===== src/rtl/pdb_pkg.sv =====
package pdb_pkg;

  typedef enum logic [1:0] {
    MODE_FPM  = 2'd0,
    MODE_EDO  = 2'd1,
    MODE_BEDO = 2'd2
  } seqMode_e;

  // Strobes from the control to the datapath
  typedef struct packed {
    logic rowLoad;    // put the row on the DRAM address
    logic colLoad;    // put the first column on the DRAM address
    logic colInc;     // step the column within the line
    logic latchLoad;  // capture DRAM data into the output latch
    logic beatLoad;   // update the returned word
    logic fromLatch;  // returned word comes from the latch
  } dpStrobe_t;

endpackage


===== src/rtl/pdb_ctrl.sv =====
module pdb_ctrl
  import pdb_pkg::*;
#(
  parameter int BEATS      = 4,
  parameter int FP_FIRST   = 6,
  parameter int FP_GAP     = 3,
  parameter int EDO_FIRST  = 6,
  parameter int EDO_GAP    = 2,
  parameter int BEDO_FIRST = 5,
  parameter int BEDO_GAP   = 1,
  parameter int CAS_LEAD   = 2
) (
  input  logic      clk,
  input  logic      rstN,
  input  logic      reqValid,
  input  logic [1:0] modeSel,
  output logic      busy,
  output logic      rasN,
  output logic      casN,
  output logic      oe,
  output logic      beatValid,
  output dpStrobe_t strb
);

  localparam int FP_LAST   = FP_FIRST + (BEATS - 1) * FP_GAP;
  localparam int EDO_LAST  = EDO_FIRST + (BEATS - 1) * EDO_GAP;
  localparam int BEDO_LAST = BEDO_FIRST + (BEATS - 1) * BEDO_GAP;
  localparam int LONGEST   = (FP_LAST > EDO_LAST)
                           ? ((FP_LAST > BEDO_LAST) ? FP_LAST : BEDO_LAST)
                           : ((EDO_LAST > BEDO_LAST) ? EDO_LAST : BEDO_LAST);
  localparam int CYC_W     = $clog2(LONGEST + 2);

  seqMode_e         mode;
  seqMode_e         modeIn;
  logic [CYC_W-1:0] cyc;
  logic             accept;
  int               firstEdge;
  int               gapEdges;
  int               lastEdge;
  int               nextEdge;
  logic             casNext;
  logic             oeNext;
  logic             beatNext;

  assign accept = reqValid && !busy;

  always_comb begin
    case (modeSel)
      2'd1:    modeIn = MODE_EDO;
      2'd2:    modeIn = MODE_BEDO;
      default: modeIn = MODE_FPM;
    endcase
  end

  always_comb begin
    case (mode)
      MODE_EDO:  begin firstEdge = EDO_FIRST;  gapEdges = EDO_GAP;  end
      MODE_BEDO: begin firstEdge = BEDO_FIRST; gapEdges = BEDO_GAP; end
      default:   begin firstEdge = FP_FIRST;   gapEdges = FP_GAP;   end
    endcase
    lastEdge = firstEdge + (BEATS - 1) * gapEdges;
    nextEdge = int'(cyc) + 1;
  end

  // Schedule of the edge about to come, counted from the accepting edge
  always_comb begin
    strb      = '0;
    casNext   = 1'b0;
    beatNext  = 1'b0;
    strb.rowLoad   = accept;
    strb.fromLatch = (mode == MODE_BEDO);
    if (busy) begin
      for (int i = 0; i < BEATS; i++) begin
        automatic int n = firstEdge + i * gapEdges;
        if (nextEdge == n) begin
          beatNext      = 1'b1;
          strb.beatLoad = 1'b1;
        end
        if (mode == MODE_BEDO && nextEdge == n - 1) strb.latchLoad = 1'b1;
        if (nextEdge == n - CAS_LEAD) begin
          casNext = 1'b1;
          if (i == 0) strb.colLoad = 1'b1;
          else        strb.colInc  = 1'b1;
        end
        if (mode == MODE_FPM && nextEdge > n - CAS_LEAD && nextEdge < n) casNext = 1'b1;
      end
    end
    if (mode == MODE_FPM) oeNext = casNext;
    else oeNext = busy && (nextEdge >= firstEdge - CAS_LEAD) && (nextEdge < lastEdge);
  end

  always_ff @(posedge clk) begin
    if (!rstN) begin
      busy      <= 1'b0;
      rasN      <= 1'b1;
      casN      <= 1'b1;
      oe        <= 1'b0;
      beatValid <= 1'b0;
      cyc       <= '0;
      mode      <= MODE_FPM;
    end else if (accept) begin
      busy      <= 1'b1;
      rasN      <= 1'b0;
      casN      <= 1'b1;
      oe        <= 1'b0;
      beatValid <= 1'b0;
      cyc       <= '0;
      mode      <= modeIn;
    end else if (busy) begin
      cyc       <= cyc + 1'b1;
      busy      <= (nextEdge != lastEdge);
      rasN      <= (nextEdge == lastEdge);
      casN      <= !casNext;
      oe        <= oeNext;
      beatValid <= beatNext;
    end else begin
      casN      <= 1'b1;
      oe        <= 1'b0;
      beatValid <= 1'b0;
    end
  end


  cas_in_ras_chk: assert property (@(posedge clk) disable iff (!rstN)
    !casN |-> !rasN);


  cas_with_oe_chk: assert property (@(posedge clk) disable iff (!rstN)
    !casN |-> oe);


  busy_rise_chk: assert property (@(posedge clk) disable iff (!rstN)
    $rose(busy) |-> $past(reqValid));


  busy_fall_chk: assert property (@(posedge clk) disable iff (!rstN)
    $fell(busy) |-> beatValid);


  idle_quiet_chk: assert property (@(posedge clk) disable iff (!rstN)
    (!busy && !reqValid) |=> (casN && !oe && !beatValid && rasN));

endmodule


===== src/rtl/pdb_dpath.sv =====
module pdb_dpath
  import pdb_pkg::*;
#(
  parameter int DATA_W = 16,
  parameter int MUX_W  = 8,
  parameter int BEATS  = 4
) (
  input  logic                 clk,
  input  logic                 rstN,
  input  dpStrobe_t            strb,
  input  logic [2*MUX_W-1:0]   reqAddr,
  input  logic [DATA_W-1:0]    dramDq,
  output logic [MUX_W-1:0]     dramAddr,
  output logic [DATA_W-1:0]    beatData
);

  localparam int BEAT_W = $clog2(BEATS);

  logic [MUX_W-1:0]  colStart;
  logic [DATA_W-1:0] pipeLatch;

  always_ff @(posedge clk) begin
    if (!rstN) begin
      dramAddr <= '0;
      colStart <= '0;
    end else if (strb.rowLoad) begin
      dramAddr <= reqAddr[2*MUX_W-1:MUX_W];
      colStart <= reqAddr[MUX_W-1:0];
    end else if (strb.colLoad) begin
      dramAddr <= colStart;
    end else if (strb.colInc) begin
      dramAddr <= {dramAddr[MUX_W-1:BEAT_W], dramAddr[BEAT_W-1:0] + 1'b1};
    end
  end

  always_ff @(posedge clk) begin
    if (!rstN) begin
      pipeLatch <= '0;
      beatData  <= '0;
    end else begin
      if (strb.latchLoad) pipeLatch <= dramDq;
      if (strb.beatLoad)  beatData  <= strb.fromLatch ? pipeLatch : dramDq;
    end
  end


  latch_then_beat_chk: assert property (@(posedge clk) disable iff (!rstN)
    strb.latchLoad |=> strb.beatLoad);

endmodule


===== src/rtl/pagedram_burst_seq.sv =====
module pagedram_burst_seq
  import pdb_pkg::*;
#(
  parameter int DATA_W     = 16,
  parameter int MUX_W      = 8,
  parameter int BEATS      = 4,
  parameter int FP_FIRST   = 6,
  parameter int FP_GAP     = 3,
  parameter int EDO_FIRST  = 6,
  parameter int EDO_GAP    = 2,
  parameter int BEDO_FIRST = 5,
  parameter int BEDO_GAP   = 1,
  parameter int CAS_LEAD   = 2
) (
  input  logic                clk,
  input  logic                rstN,
  input  logic                reqValid,
  input  logic [2*MUX_W-1:0]  reqAddr,
  input  logic [1:0]          modeSel,
  output logic                busy,
  output logic                beatValid,
  output logic [DATA_W-1:0]   beatData,
  output logic                dramRasN,
  output logic                dramCasN,
  output logic [MUX_W-1:0]    dramAddr,
  output logic                dramOe,
  input  logic [DATA_W-1:0]   dramDq
);

  dpStrobe_t strb;

  pdb_ctrl #(
    .BEATS(BEATS), .FP_FIRST(FP_FIRST), .FP_GAP(FP_GAP),
    .EDO_FIRST(EDO_FIRST), .EDO_GAP(EDO_GAP),
    .BEDO_FIRST(BEDO_FIRST), .BEDO_GAP(BEDO_GAP), .CAS_LEAD(CAS_LEAD)
  ) u_ctrl (
    .clk(clk), .rstN(rstN), .reqValid(reqValid), .modeSel(modeSel),
    .busy(busy), .rasN(dramRasN), .casN(dramCasN), .oe(dramOe),
    .beatValid(beatValid), .strb(strb)
  );

  pdb_dpath #(
    .DATA_W(DATA_W), .MUX_W(MUX_W), .BEATS(BEATS)
  ) u_dpath (
    .clk(clk), .rstN(rstN), .strb(strb), .reqAddr(reqAddr),
    .dramDq(dramDq), .dramAddr(dramAddr), .beatData(beatData)
  );

endmodule


===== config.mk =====
export PLATFORM = sky130hd
export DESIGN_NAME = pagedram_burst_seq
export DESIGN_NICKNAME = d
export VERILOG_FILES = /design/src/rtl/pdb_pkg.sv /design/src/rtl/pdb_ctrl.sv /design/src/rtl/pdb_dpath.sv /design/src/rtl/pagedram_burst_seq.sv
export SDC_FILE = /design/constraint.sdc
export NUM_CORES = 1
export LEC_CHECK = 0
export BUFFER_PORTS_ARGS = -buffer_cell sky130_fd_sc_hd__buf_4
export CORE_AREA = 2 2 90 92
export DETAILED_ROUTE_END_ITERATION = 12
export DIE_AREA = 0 0 92 94
export PLACE_DENSITY = 0.81
export SYNTH_ARGS = -nofsm -noshare
export SYNTH_HDL_FRONTEND = slang
export SYNTH_SLANG_ARGS = --single-unit

===== constraint.sdc =====
create_clock -name clk -period 3 [get_ports clk]
set_clock_uncertainty 0.2 [all_clocks]
set_input_delay 0.3 -clock clk [delete_from_list [all_inputs] [get_ports clk]]
set_output_delay 0.3 -clock clk [all_outputs]
set_load 0.01 [all_outputs]

Word-level counts from Yosys, hierarchy flattened. Cells that the tools add are included.

Register bits: 60. Bits of input ports: 37. Logic and storage cells: 112. Output and inout port bits: 29.

Add/subtract/negate cells: 14. Reductions and logical operators: 23. Order comparisons: 9. Bitwise logic cells: 2. Multipliers: 1. Eq/ne operators: 17. Multiplexer cells: 34.

Operators with widths (count): 32-bit equality test (10); 32-bit > comparator (3); 32-bit < comparator (3); 32-bit by 2-bit subtractor with 32-bit output (second input constant) (3); 32-bit by 3-bit subtractor with 32-bit output (second input constant) (3); 4-bit by 32-bit adder with 32-bit output (1); 32-bit by 4-bit equality test with 1-bit output (1); 32-bit by 4-bit < comparator with 1-bit output (1); 32-bit != test (1); 1-bit two-way mux (25); 16-bit two-way mux (1); 8-bit two-way mux (2); 1-bit logical AND (15); 2-bit case mux with 2 select lines (2); 7-bit by 4-bit equality test with 1-bit output (1); 7-bit by 4-bit greater-or-equal comparator with 1-bit output (1); 7-bit by 4-bit > comparator with 1-bit output (1); 5-bit by 1-bit adder with 6-bit output (second input constant) (1); 2-bit two-way mux (3); 5-bit by 1-bit adder with 5-bit output (second input constant) (1); 3-bit by 2-bit adder with 4-bit output (1); 3-bit by 3-bit adder with 4-bit output (1); 2-bit by 1-bit equality test with 1-bit output (second input constant) (2); 2-bit equality test (second input constant) (2); 12 further kinds (15).

Logic depth before layout (Yosys ltp).
Word-level depth: 15. Mapped depth: 12. Gate-level depth less buffers: 11.

By module. From an unflattened synthesis, not the netlist that was laid out.

Cells, all modules: 380. Area total of the unflattened synthesis: 3564.7 µm².

Modules (own cells, without submodules): pdb_dpath (sequential area each 960.9 µm², cells an instance 196, area an instance 2075.7 µm², instances 1); pdb_ctrl (sequential area each 240.2 µm², cells an instance 184, area an instance 1488.9 µm², instances 1).

Worst setup path before layout. No wires, ideal clock.

Kind: flip-flop to flip-flop. Start: reg u_ctrl.cyc[0]. End: reg u_dpath.dramAddr[1]. Required time: 2.726 ns. Path buffers: 2. Clock period less this slack: 2.989 ns. Arrival: 2.714 ns. Library setup time: 0.074 ns. Setup slack: 0.011 ns. Cell stages (with the launch flop): 12. Cell sequence: dfxtp_1 > ha_1 > clkbuf_8 > xnor2_1 > inv_1 > ha_1 > and3b_1 > and4_1 > clkbuf_1 > nor2_1 > or4_1 > a31oi_1.

Cells in the longest elaborated chain, start to end: 7. Elaborated cells on any way between the ends: 13. Those cells by class: 1 x add/sub; 4 x eq/ne; 7 x mux; 1 x reduce/logical.

Ends and longest elaborated chain: from (decl) (RTL line pdb_ctrl.sv:35) `logic [CYC_W-1:0] cyc;`; from (signal assigned) (RTL line pdb_ctrl.sv:110) `cyc <= cyc + 1'b1;`; 5-bit by 1-bit adder with 6-bit output (*) (RTL line pdb_ctrl.sv:62) `nextEdge = int'(cyc) + 1;`; 32-bit equality test (RTL line pdb_ctrl.sv:80) `if (nextEdge == n - CAS_LEAD) begin`; 1-bit two-way mux (3 in series) (RTL line pdb_ctrl.sv:80); 4-bit two-way mux (*) (RTL line pdb_ctrl.sv:72) `if (busy) begin`; 3-bit nonzero test (no line); to (signal assigned) (RTL line pdb_dpath.sv:27) `dramAddr <= reqAddr[2*MUX_W-1:MUX_W];`; to (signal assigned) (RTL line pdb_dpath.sv:30) `dramAddr <= colStart;`; to (signal assigned) (RTL line pdb_dpath.sv:32) `dramAddr <= {dramAddr[MUX_W-1:BEAT_W], dramAddr[BEAT_W-1:0] + 1'b1};`; to (decl) (RTL line pdb_dpath.sv:13) `output logic [MUX_W-1:0] dramAddr,`.

Every way passes the cells marked *; elsewhere a longest branch is shown, timed or not. The select of a mux whose other input is x is not followed. A chain may end at the register's enable or synchronous reset.

Worst setup path after layout.
Start: reg u_ctrl.mode[1]. End: reg u_dpath.dramAddr[1].

Cells in the longest elaborated chain, start to end: 10. Elaborated cells on any way between the ends: 24. Those cells by class: 7 x add/sub; 1 x mul; 6 x eq/ne; 9 x mux; 1 x reduce/logical.

Ends and longest elaborated chain: from (decl) (RTL line pdb_ctrl.sv:33) `seqMode_e mode;`; from (signal assigned) (RTL line pdb_ctrl.sv:108) `mode <= modeIn;`; branches (longest 8 deep; another with 4-bit by 32-bit adder with 32-bit output); 4-bit two-way mux (*) (RTL line pdb_ctrl.sv:72); 3-bit nonzero test (no line).

Every way passes the cells marked *. The select of a mux whose other input is x is not followed.

==> impl_metrics.env <==
export IMPL_worstPathArrival_ns=2.90
export IMPL_vias=3464
export IMPL_placed_cells=605
export IMPL_p_leak_nw=2.202
export IMPL_crit_start="u_ctrl.mode[1]"
export IMPL_cts_root_buf="clkbuf_8"
export IMPL_fill_cells=648
export IMPL_maxCapViolations=0
export IMPL_status="finished clean"
export IMPL_p_per_area_nw_per_um2=395.6
export IMPL_first_pass_iters=5
export IMPL_cts_tree="yes"
export IMPL_crit_family="simple AND/OR/NAND/NOR gates"
export IMPL_place_hpwl_mm=7.161
export IMPL_area_growth_syn_to_layout_pct=29.27
export IMPL_rows=32
export IMPL_synth_area_um2=3727
export IMPL_drc_errors=0
export IMPL_crit_top_cell="inv_1"
export IMPL_worstPathCellList="inv_1 -> ha_4 -> inv_1 -> ha_2 -> nand2_1 -> nor4b_4 -> a31o_2 -> a221oi_2 -> or4_1 -> a31oi_1"
export IMPL_cp_slowest_cell="or4_1"
export IMPL_max_stage_delay_ns=0.51
export IMPL_switchingPower_mw=0.5019
export IMPL_grt_start_max_net_pins=76
export IMPL_htreeDepth=3
export IMPL_fin_util_pct=63.34
export IMPL_irDropWorstVdd_v=0.0003034
export IMPL_rrSetupSlack_ns=0.16
export IMPL_layoutNonFillerInstCount=623
export IMPL_antenna_found_initial=0
export IMPL_p_int_mw=1.404
export IMPL_min_period_over_period_pct=94.68
export IMPL_tightest_slew_ns=0.6413
export IMPL_grt_use_total_pct=23.23
export IMPL_final_hold_viol_count=0
export IMPL_drive_above_1_share_pct=28.02
export IMPL_holdPathEnd="u_dpath.pipeLatch[7]"
export IMPL_clk_pin_slew_worst_paths_ns=0.07
export IMPL_power_mw=1.906
export IMPL_finalSetupViolCount=0
export IMPL_path_class="flop to flop"
export IMPL_drt_wl_total_mm=9.746
export IMPL_avgSynthCellArea_um2=8.812
export IMPL_ys_seq_area_share_pct=32.23
export IMPL_nets=578
export IMPL_crit_fanout=5
export IMPL_die_y_um=94
export IMPL_synth_flop_cell="dfxtp_1"
export IMPL_rsz0062_at_grt="false"
export IMPL_antenna_cells=0
export IMPL_rr_worst_depth=10
export IMPL_comb_power_share_pct=17.1
export IMPL_io_buffers=65
export IMPL_ctsHoldBuffers=0
export IMPL_place_congestion=0.9411
export IMPL_placed_area_um2=4531
export IMPL_design_area_um2=4818
export IMPL_holdWs_ns=0.02043
export IMPL_period_minus_slack_ns=2.841
export IMPL_grt_pass1_wl_mm=15.95
export IMPL_cts_buffers=9
export IMPL_clockBufferDepth=2
export IMPL_grt_pass1_vias=3297
export IMPL_synthDistinctLibCells=65
export IMPL_r2r_end="u_dpath.dramAddr[1]"
export IMPL_cts_sinks=60
export IMPL_hold_start="dramDq[7]"
export IMPL_r2r_start="u_ctrl.mode[1]"
export IMPL_die_w_um=92
export IMPL_synth_nets=485
export IMPL_wl_per_cell_um=15.64
export IMPL_power_share_switching_pct=26.33
export IMPL_relSlewSlack_pct=57.14
export IMPL_synth_edf_count=0
export IMPL_drv_slew=0
export IMPL_worstSkewPairLatency_ns=0.34
export IMPL_first_iter_violations=346
export IMPL_initial_core_util_pct=49.00
export IMPL_critPathRequiredTime_ns=3.06
export IMPL_min_path_type="input pin to flop"
export IMPL_start_kind="flop"
export IMPL_ys_seq_elements=60
export IMPL_pwr_share_seq_pct=43.8
export IMPL_ys_warn_count=0
export IMPL_fmax_mhz=352.0
export IMPL_fin_tns_setup_ns=0
export IMPL_setup_ws_ns=0.1595
export IMPL_ios=66
export IMPL_netlist_instances=423
export IMPL_async_reset_ff_share_pct=0
export IMPL_grt_overflow_total=0
export IMPL_cp_num_buf_inv=2
export IMPL_vias_per_cell=5.560
export IMPL_critPathCaptureType="flop"
export IMPL_drt_antenna_violating_nets=0
export IMPL_pwr_share_clk_pct=39.0
export IMPL_core_area_um2=7607
export IMPL_dieArea_um2=8648
export IMPL_place_ws_ns=0.05092
export IMPL_hold_path_depth=3
## Yosys cell counts, drive strengths merged, types with 3 or more instances
library cell	instances	area share, %
nand3	11	1.5
nor2b	12	2.0
nor2	9	0.91
ha	25	8.4
buf	7	1.4
xor2	3	0.71
and3	3	0.54
nor3b	3	0.60
a211oi	3	0.60
a31oi	5	0.84
dfxtp	60	32
o211a	16	4.3
clkbuf	19	2.5
nand2b	7	1.4
nand2	81	8.2
nand3b	6	1.2
o21bai	3	0.60
a21oi	12	1.6
and2	3	0.50
xnor2	7	1.6
nor3	8	1.1
a21boi	16	3.2
inv	14	1.4
o21ai	8	1.1
mux2i	36	9.7
a22oi	6	1.2
## sequential cells by signal, summed over array words and instances (netlist names)
register,flops
u_ctrl.casN,1
u_ctrl.busy,1
u_ctrl.beatValid,1
u_ctrl.rasN,1
u_ctrl.oe,1
u_dpath.beatData,16
u_dpath.pipeLatch,16
u_dpath.colStart,8
u_ctrl.mode,2
u_ctrl.cyc,5
u_dpath.dramAddr,8
## area by class of cell
cell class                 instances  area (um^2)  share of cell area [%]
multi-input combinational        321         2381                   49.42
sequential                        60         1204                   24.98
tap                              102        127.6                   2.649
inverter                          14        52.55                   1.091
clock buffer                      12        155.1                   3.220
timing repair buffer             110        850.8                   17.66
clock inverter                     4        47.55                  0.9868
## how the worst max path moves through the flow
stage,endpoint,slack [ns],depth (start not counted)
finish,u_dpath.dramAddr[1],0.16,10
global route,u_dpath.dramAddr[1],0.02,10
CTS,u_dpath.dramAddr[1],0.03,10
detailed placement,u_dpath.dramAddr[1],0.05,10
global placement,u_dpath.dramAddr[1],0.16,10
floorplan,u_dpath.dramAddr[1],0.01,11
## routing by layer
layer / GRT usage [%] / vias to the layer above / routed length [um]
met5: 0 / - / 0
met4: 9.204 / 0 / 232
met2: 39.71 / 119 / 4732
met3: 5.377 / 25 / 650
li1: - / 1681 / -
met1: 28.35 / 1639 / 4130
## layout by cell type (no fill, tap or decap), types with 8 or more instances in the layout
cell / n
a21boi_0: 16
a21oi_1: 11
o21ai_0: 8
nor2_1: 9
nand3_1: 11
ha_1: 20
buf_4: 108
clkbuf_8: 11
nand2_1: 81
mux2i_1: 36
dfxtp_1: 58
o211a_1: 16
inv_1: 13
nor2b_1: 12
nor3_1: 8
## power by group through the flow
stage | clock network (mW) | registers (mW) | logic (mW)
2_1_floorplan | 0 | 0.857 | 0.173
3_3_place_gp | 0 | 0.851 | 0.311
3_5_place_dp | 0 | 0.853 | 0.315
4_1_cts | 0.754 | 0.835 | 0.318
5_1_grt | 0.789 | 0.838 | 0.358
6_report | 0.744 | 0.836 | 0.326
## logic make-up (layout without fill, tap and decap cells)
family	after synthesis	count (layout)	synth area share, %
adders and majority gates	25	25	8.392
xor gates and xnor gates	12	12	3.693
muxes	36	36	9.668
DFF	60	60	32.23
AOI/OAI and AO/OA	91	91	19.27
and+or+nand+nor	155	155	20.75
other	2	2	0.2015
buffers and inverters	42	140	5.807
## worst register-to-register path, cell delays in order, from the launching register on
cell and delay, ns:
dfxtp_1 0.41, inv_1 0.13, ha_4 0.30, inv_1 0.07, ha_2 0.39, nand2_1 0.10
nor4b_4 0.24, a31o_2 0.17, a221oi_2 0.09, or4_1 0.51, a31oi_1 0.17
## repair_timing
action,CTS,global route
setup endpoints to repair,2,18
endpoints found under the hold margin,0,0
cloned,0,0
pin swaps,0,1
resized for setup,1,14
setup buffers,0,2
Power figures use the tool's default switching activity.
